### src/rtl/can_wake_pkg.sv
package can_wake_pkg;
  typedef enum logic {
    WAKE_ON_EDGE  = 1'b0,
    WAKE_ON_WIDTH = 1'b1
  } wake_mode_e;

  typedef enum logic {
    CLK_XTAL_DIV2 = 1'b0,
    CLK_PLL       = 1'b1
  } clk_src_e;

  typedef struct packed {
    clk_src_e   clk_src;
    wake_mode_e mode;
  } wake_cfg_t;

  localparam wake_cfg_t CFG_RESET = '{clk_src: CLK_XTAL_DIV2, mode: WAKE_ON_EDGE};
endpackage

### src/rtl/cwd_sync.sv
module cwd_sync #(
  parameter int  STAGES    = 2,
  parameter logic RESET_VAL = 1'b1
) (
  input  logic clk,
  input  logic rst_n,
  input  logic d_async,
  output logic q_sync
);
  logic [STAGES-1:0] chain;

  genvar gi;
  generate
    for (gi = 0; gi < STAGES; gi++) begin : g_stage
      if (gi == 0) begin : g_first
        always_ff @(posedge clk or negedge rst_n) begin
          if (!rst_n) chain[0] <= RESET_VAL;
          else        chain[0] <= d_async;
        end
      end else begin : g_next
        always_ff @(posedge clk or negedge rst_n) begin
          if (!rst_n) chain[gi] <= RESET_VAL;
          else        chain[gi] <= chain[gi-1];
        end
      end
    end
  endgenerate

  assign q_sync = chain[STAGES-1];
endmodule

### src/rtl/cwd_cfg.sv
module cwd_cfg
  import can_wake_pkg::*;
(
  input  logic      clk,
  input  logic      rst_n,
  input  logic      soft_rst,
  input  logic      we,
  input  logic      filter_d,
  input  logic      pll_d,
  output wake_cfg_t cfg,
  output logic      wr_accept
);
  assign wr_accept = we & soft_rst;

  always_ff @(posedge clk or negedge rst_n) begin
    if (!rst_n) begin
      cfg <= CFG_RESET;
    end else if (wr_accept) begin
      cfg.mode    <= wake_mode_e'(filter_d);
      cfg.clk_src <= clk_src_e'(pll_d);
    end
  end
endmodule

### src/rtl/cwd_detect.sv
module cwd_detect
  import can_wake_pkg::*;
#(
  parameter int CNT_W = 8
) (
  input  logic             clk,
  input  logic             rst_n,
  input  logic             rx_s,
  input  logic             armed,
  input  wake_mode_e       mode,
  input  logic [CNT_W-1:0] min_cnt,
  output logic             edge_seen,
  output logic             width_met,
  output logic             evt
);
  localparam logic [CNT_W-1:0] CNT_MAX = '1;

  function automatic logic [CNT_W-1:0] eff_min(input logic [CNT_W-1:0] m);
    return (m == '0) ? CNT_W'(1) : m;
  endfunction

  function automatic logic [CNT_W-1:0] sat_inc(input logic [CNT_W-1:0] c);
    return (c == CNT_MAX) ? c : c + CNT_W'(1);
  endfunction

  logic             rx_prev;
  logic [CNT_W-1:0] run_q;
  logic [CNT_W-1:0] run_now;

  assign run_now   = rx_s ? '0 : sat_inc(run_q);
  assign edge_seen = rx_prev & ~rx_s;
  assign width_met = ~rx_s & (run_now >= eff_min(min_cnt));

  always_comb begin
    unique case (mode)
      WAKE_ON_WIDTH: evt = armed & width_met;
      default:       evt = armed & edge_seen;
    endcase
  end

  always_ff @(posedge clk or negedge rst_n) begin
    if (!rst_n) begin
      rx_prev <= 1'b1;
      run_q   <= '0;
    end else begin
      rx_prev <= rx_s;
      run_q   <= armed ? run_now : '0;
    end
  end
endmodule

### src/rtl/can_wake_detect.sv
module can_wake_detect
  import can_wake_pkg::*;
#(
  parameter int CNT_W     = 8,
  parameter int SYNC_STGS = 2
) (
  input  logic             clk,
  input  logic             rst_n,
  input  logic             sleep_req,
  input  logic             rx_in,
  input  logic             soft_rst,
  input  logic             cfg_we,
  input  logic             cfg_wake_filter,
  input  logic             cfg_clk_pll,
  input  logic [CNT_W-1:0] min_width,
  input  logic             flag_clr,
  output logic             wake_pulse,
  output logic             wake_flag,
  output logic             sleep_active,
  output logic             mode_filter,
  output logic             clk_pll_sel
);
  wake_cfg_t cfg_q;
  logic      cfg_accept;
  logic      rx_sync;
  logic      edge_seen;
  logic      width_met;
  logic      wake_evt;

  cwd_sync #(.STAGES(SYNC_STGS), .RESET_VAL(1'b1)) u_sync (
    .clk     (clk),
    .rst_n   (rst_n),
    .d_async (rx_in),
    .q_sync  (rx_sync)
  );

  cwd_cfg u_cfg (
    .clk       (clk),
    .rst_n     (rst_n),
    .soft_rst  (soft_rst),
    .we        (cfg_we),
    .filter_d  (cfg_wake_filter),
    .pll_d     (cfg_clk_pll),
    .cfg       (cfg_q),
    .wr_accept (cfg_accept)
  );

  cwd_detect #(.CNT_W(CNT_W)) u_det (
    .clk       (clk),
    .rst_n     (rst_n),
    .rx_s      (rx_sync),
    .armed     (sleep_active),
    .mode      (cfg_q.mode),
    .min_cnt   (min_width),
    .edge_seen (edge_seen),
    .width_met (width_met),
    .evt       (wake_evt)
  );

  always_ff @(posedge clk or negedge rst_n) begin
    if (!rst_n) begin
      sleep_active <= 1'b0;
      wake_pulse   <= 1'b0;
      wake_flag    <= 1'b0;
    end else begin
      wake_pulse <= wake_evt;
      if (wake_evt)                     sleep_active <= 1'b0;
      else if (sleep_req && !sleep_active) sleep_active <= 1'b1;
      if (wake_evt)      wake_flag <= 1'b1;
      else if (flag_clr) wake_flag <= 1'b0;
    end
  end

  assign mode_filter = (cfg_q.mode == WAKE_ON_WIDTH);
  assign clk_pll_sel = (cfg_q.clk_src == CLK_PLL);
endmodule

### config.mk
export PLATFORM = sky130hd
export DESIGN_NAME = can_wake_detect
export DESIGN_NICKNAME = d
export VERILOG_FILES = /design/src/rtl/can_wake_pkg.sv /design/src/rtl/cwd_sync.sv /design/src/rtl/cwd_cfg.sv /design/src/rtl/cwd_detect.sv /design/src/rtl/can_wake_detect.sv
export SDC_FILE = /design/constraint.sdc
export NUM_CORES = 1
export LEC_CHECK = 0
export ABC_AREA = 1
export CORE_ASPECT_RATIO = 1.1
export CORE_MARGIN = 2
export CORE_UTILIZATION = 49
export DETAILED_ROUTE_END_ITERATION = 8
export GPL_TIMING_DRIVEN = 0
export PLACE_DENSITY = 0.78
export REMOVE_ABC_BUFFERS = 1
export SKIP_CTS_REPAIR_TIMING = 1
export SLEW_MARGIN = 5
export SYNTH_ARGS = -nofsm -noshare
export SYNTH_HDL_FRONTEND = slang
export SYNTH_SLANG_ARGS = --single-unit
### constraint.sdc
create_clock -name clk -period 2.33 [get_ports clk]
set_input_delay 0.3495 -clock clk [delete_from_list [all_inputs] [get_ports clk]]
set_output_delay 0.3495 -clock clk [all_outputs]
set_load 0.02 [all_outputs]
Yosys cells after proc, flatten, opt, wreduce, memory -nomap -nowiden
Cells that the tools add are included.

Logic and storage cells: 32. Register bits: 16. Output and inout port bits: 5. Bits of input ports: 17.

Equality and inequality tests: 1. Order comparisons: 1. Reductions and logical operators: 5. Bitwise logic cells: 6. Multiplexer cells: 9. Add/sub/neg operators: 1.

Operators with widths (count): $mux W8 (4); $add A8 B1 Y8 const B (1); $eq A8 B8 Y1 const B (1); $ge A8 B8 Y1 (1); $logic_not A8 Y1 (1); $and A1 B1 Y1 (5); $mux W1 (5); $reduce_bool A2 Y1 (2); $logic_and A1 B1 Y1 (1); $logic_not A1 Y1 (1); $not A1 Y1 (1).

Logic depth before layout (Yosys ltp)
Gate-level depths: netlist of run 1.

Word-level depth: 8. Gate-level depth with buffers: 16. Gate-level depth less buffers: 16.

By module
From an unflattened synthesis of run 1, not the netlist that was laid out.

Cell total of the unflattened synthesis: 135. Area total of the unflattened synthesis: 1028.5 um^2.

Modules (own cells, without submodules): cwd_detect (area an instance 793.3 um^2, cells each 114, instances 1, seq. area each 226.5 um^2); can_wake_detect (area an instance 97.6 um^2, cells each 9, instances 1, seq. area each 75.1 um^2); cwd_cfg (area an instance 85.1 um^2, cells each 10, instances 1, seq. area each 50.0 um^2); cwd_sync (area an instance 52.6 um^2, cells each 2, instances 1, seq. area each 52.6 um^2).

Worst setup path before layout of run 1
No wires, ideal clock.

Kind: register to register. Start point: register u_det.run_q[0]. End point: register wake_flag. Clock period less this slack: 2.055 ns. Data required time: 2.212 ns. Slack: 0.275 ns. Buffers on the path: 0. Arrival time: 1.937 ns. Cell stages (with the launch flop): 14. Setup time: 0.118 ns. Cells stage by stage: dfrtp_1 -> ha_1 -> nand2_1 -> inv_2 -> nand4_4 -> o21ai_1 -> nor2_1 -> nor2_1 -> ha_1 -> a21o_1 -> nor2_1 -> nand4_1 -> nand2_1 -> nand2_1.

Word-level cells in the longest chain between the ends: 8. Elaborated cells between the ends (all ways): 10. Classes of those cells: 1 x add/sub; 1 x order compare; 1 x eq/ne; 4 x mux; 2 x bitwise; 1 x reduce/logical.

RTL lines: start: declaration (RTL line cwd_detect.sv:27) `logic [CNT_W-1:0] run_q;`; start signal: assignment (RTL line cwd_detect.sv:47) `run_q <= armed ? run_now : '0;`; $add A8 B1 Y8 or $eq A8 B8 Y1 (tied branches) (RTL line cwd_detect.sv:23) `return (c == CNT_MAX) ? c : c + CNT_W'(1);`; $mux W8 (*) (RTL line cwd_detect.sv:23); $mux W8 (*) (RTL line cwd_detect.sv:30) `assign run_now = rx_s ? '0 : sat_inc(run_q);`; $ge A8 B8 Y1 (*) (RTL line cwd_detect.sv:32) `assign width_met = ~rx_s & (run_now >= eff_min(min_cnt));`; $and A1 B1 Y1 (*) (RTL line cwd_detect.sv:32); $and A1 B1 Y1 (*) (RTL line cwd_detect.sv:36) `WAKE_ON_WIDTH: evt = armed & width_met;`; $mux W1 (*) (RTL line cwd_detect.sv:35) `unique case (mode)`; $mux W1 or $reduce_bool A2 Y1 (tied branches); end signal: assignment (RTL line can_wake_detect.sv:64) `wake_flag <= 1'b0;`; end signal: assignment (RTL line can_wake_detect.sv:69) `if (wake_evt) wake_flag <= 1'b1;`; end signal: assignment (RTL line can_wake_detect.sv:70) `else if (flag_clr) wake_flag <= 1'b0;`; end: declaration (RTL line can_wake_detect.sv:18) `output logic wake_flag,`.

Mark *: on every way between the ends. The rest lies on a longest branch, timed or not. A chain may end at the register's enable or synchronous reset.

Final worst setup path of run 1
Ends and elaborated chain as after synthesis.

==> impl_metrics.py, run 1 <==
metrics = {
    "outcome": {
        "status": "completed",
    },
    "yosys": {
        "syn_area_um2": 982,
        "synth-simple-area-share_pct": 26.6,
        "ys_seq_elements": 16,
        "synth_top_area_share_pct": 33.1,
        "syn_area_per_cell_um2": 8.18,
        "yosysSeqAreaShare_pct": 41.1,
        "synthCells": 120,
        "yosys_warnings": 0,
        "synth.area.mux_share_pct": 2.29,
        "netlist-cell-type-count": 25,
        "synth_fa_ha_area_share_pct": 11.5,
        "synthTopCellsByArea": "dfrtp_1, ha_1, dfstp_2",
        "synth_compound_area_share_pct": 9.55,
        "synth-xor-area-share_pct": 0.892,
        "synth_top_family_by_area": "simple AND/OR/NAND/NOR gates",
        "synth_top_cell_by_area": "dfrtp_1",
    },
    "floorplanning": {
        "placementRows": 16,
        "initial_utilization_pct": 53.3,
        "fp.dieW_um": 46.7,
        "die_height_um": 51.0,
        "io_pins": 22,
        "core_area_um2": 1840,
        "dieArea_um2": 2380,
    },
    "detailed_routing": {
        "via_per_inst": 5.05,
        "initialDrtViolationCount": 22,
        "drc": 0,
        "wl_mm": 2.09,
        "drt-pass1-iter-count": 4,
        "via_count": 883,
        "wl_per_cell_um": 11.9,
        "drtAntennaViolNets": 0,
    },
    "layout": {
        "diodes": 0,
        "fin_cells": 175,
        "mostFrequentLayoutCell": "clkdlybuf4s50_1",
        "design_area_um2": 1330,
        "layout.nets": 175,
        "postLayoutCoreUtil_pct": 72.3,
        "drive_above_1_share_pct": 21.6,
        "syn2layout_area_growth_pct": 35.5,
        "final_cell_mix": "clkdlybuf4s50_1, nand2_1, inv_1, nor2_1, dfrtp_1",
    },
    "clocking": {
        "clkSinkCount": 16,
        "cts_tree": "done",
        "cts_made_buffers": 3,
        "clk_latency_ps": 300,
        "htree_levels": 1,
        "cts_buffer_depth": 2,
        "cts-root-buf": "clkbuf_4",
        "cts.clk_slew.worst_paths_ps": 110,
    },
    "worst_setup_path": {
        "reg2reg_slack_ps": 110,
        "startpoint_type": "register",
        "crit_fanout": 4,
        "path_class": "register to register",
        "cp-startpoint": "u_det.run_q[0]",
        "arrival_ps": 2400,
        "required_ps": 2510,
        "r2r_end": "wake_flag",
        "r2r_start": "u_det.run_q[0]",
        "end_kind": "register",
        "rr_worst_depth": 13,
    },
    "grt": {
        "grt_use_total_pct": 20.0,
        "grt_pass1_vias": 839,
        "grt_pass1_wl_mm": 3.39,
        "grt_overflow_total": 0,
        "grt_max_degree": 17,
        "antenna_found_initial": 0,
    },
    "place": {
        "place_area_um2": 1230,
        "placedCellCount": 168,
        "port_buffers": 21,
        "dpl.hpwl_mm": 1.64,
        "gp_congestion": 0.806,
    },
    "sta": {
        "tns_ps": 0,
        "worst_pin_slew_ps": 714,
        "period_needed_ps": 2220,
        "rsz0062_at_grt": "true",
        "skew_ps": 18.1,
        "slew_violations": 0,
        "finalCritPeriodShare_pct": 95.2,
        "hold_viol": 0,
        "setup_viol": 0,
        "clock.fmax_ghz": 0.451,
        "relSlewSlack_pct": 52.3,
    },
    "power_and_ir_drop": {
        "fin_total_pwr_uw": 685,
        "ir_worst_vdd_mv": 0.435,
        "p_leak_nw": 0.668,
        "p_per_area_nw_per_um2": 514,
    },
    "min_path": {
        "min_to": "u_sync.q_sync",
        "holdCritStartpoint": "u_sync.chain[0]",
        "holdPathStages": 0,
        "hold_class": "register to register",
    },
    "flow_run": {
        "cap_violations": 0,
    },
}
-- worst max-delay path by stage --
stage	end	slack, ps
6_report	wake_flag	110
5_1_grt	wake_flag	-60
4_1_cts	wake_flag	-10
3_5_place_dp	wake_flag	40
3_3_place_gp	wake_flag	80
2_1_floorplan	wake_flag	270
-- cell usage after synthesis --
master,n
nand4_4,1
dfstp_2,3
nor2_4,1
nor2_2,1
nor2_1,18
a21oi_1,5
nand3_1,4
a31o_2,1
o21ai_1,4
inv_1,19
a21o_1,1
dfrtp_1,13
a31oi_2,1
nand2_2,1
o21ai_0,1
a31oi_1,1
ha_1,9
mux2_2,2
inv_2,2
and2_1,2
nor3_1,5
xor2_1,1
nand2_1,21
nand4_1,2
a21oi_2,1
-- final cells by class --
class,instances,area [µm²]
multi-input cells,83,544
fillers,148,510
flip-flops and latches,16,405
repair buffers,24,233
inverters,21,78.8
clock buffers,4,36.3
well taps,27,33.8
-- worst max-delay path, stage by stage, from the launching register on --
cell and delay [ps]:
dfrtp_2 410, buf_4 120, nand3_1 100, nor2_2 190, nand3_2 100, and2_1 160, nor2_2 110, nor2_1 70
ha_1 290, a21o_1 190, nor2_1 90, nand4_1 100, nand2_1 110, nand2_1 60
-- state kept, by name (all words and copies together) (netlist names) --
register	count
u_det.rx_prev	1
wake_pulse	1
u_cfg.cfg	2
sleep_active	1
u_det.run_q	8
u_sync.chain	1
wake_flag	1
u_sync.q_sync	1
-- per-layer routing --
metal	track usage, %	share of wire, %	wire length [µm]
met1	21.7	41	850
met2	36.6	53	1120
met3	5.65	4.7	98
met4	5.56	1.1	23
met5	0	0	0
-- power by group --
| part | switching [mW] | total, mW | internal [mW] |
|---|---|---|---|
| clock network | 0.0931 | 0.188 | 0.0953 |
| logic | 0.0834 | 0.172 | 0.0882 |
| registers | 0.0221 | 0.325 | 0.303 |
| total | 0.199 | 0.685 | 0.486 |
-- stage by stage --
stage | hold slack, ps | worst slack, ps
3_3_place_gp | 346 | 76.6
5_1_grt | 369 | -60.6
6_report | 360 | 111
3_5_place_dp | 349 | 43.6
4_1_cts | 362 | -14.3
2_1_floorplan | 53.9 | 275
-- cells by family (layout without fill, tap and decap cells) --
logic type               count (synthesis)  in the layout
AO/OA/AOI/OAI                           15             15
multiplexers                             2              2
buffers and inverters                   21             49
AND/OR/NAND/NOR                         56             56
adder cells (fa/ha/maj)                  9              9
XOR/XNOR                                 1              1
flip-flops                              16             16
(Power assumes the default switching activity.)
==> run 2: changes to the inputs <==
Settings changed: CTS_CLUSTER_SIZE set to 16.
==> results of run 2 <==
No change in the layout: final DEF, timing and power equal those of run 1.
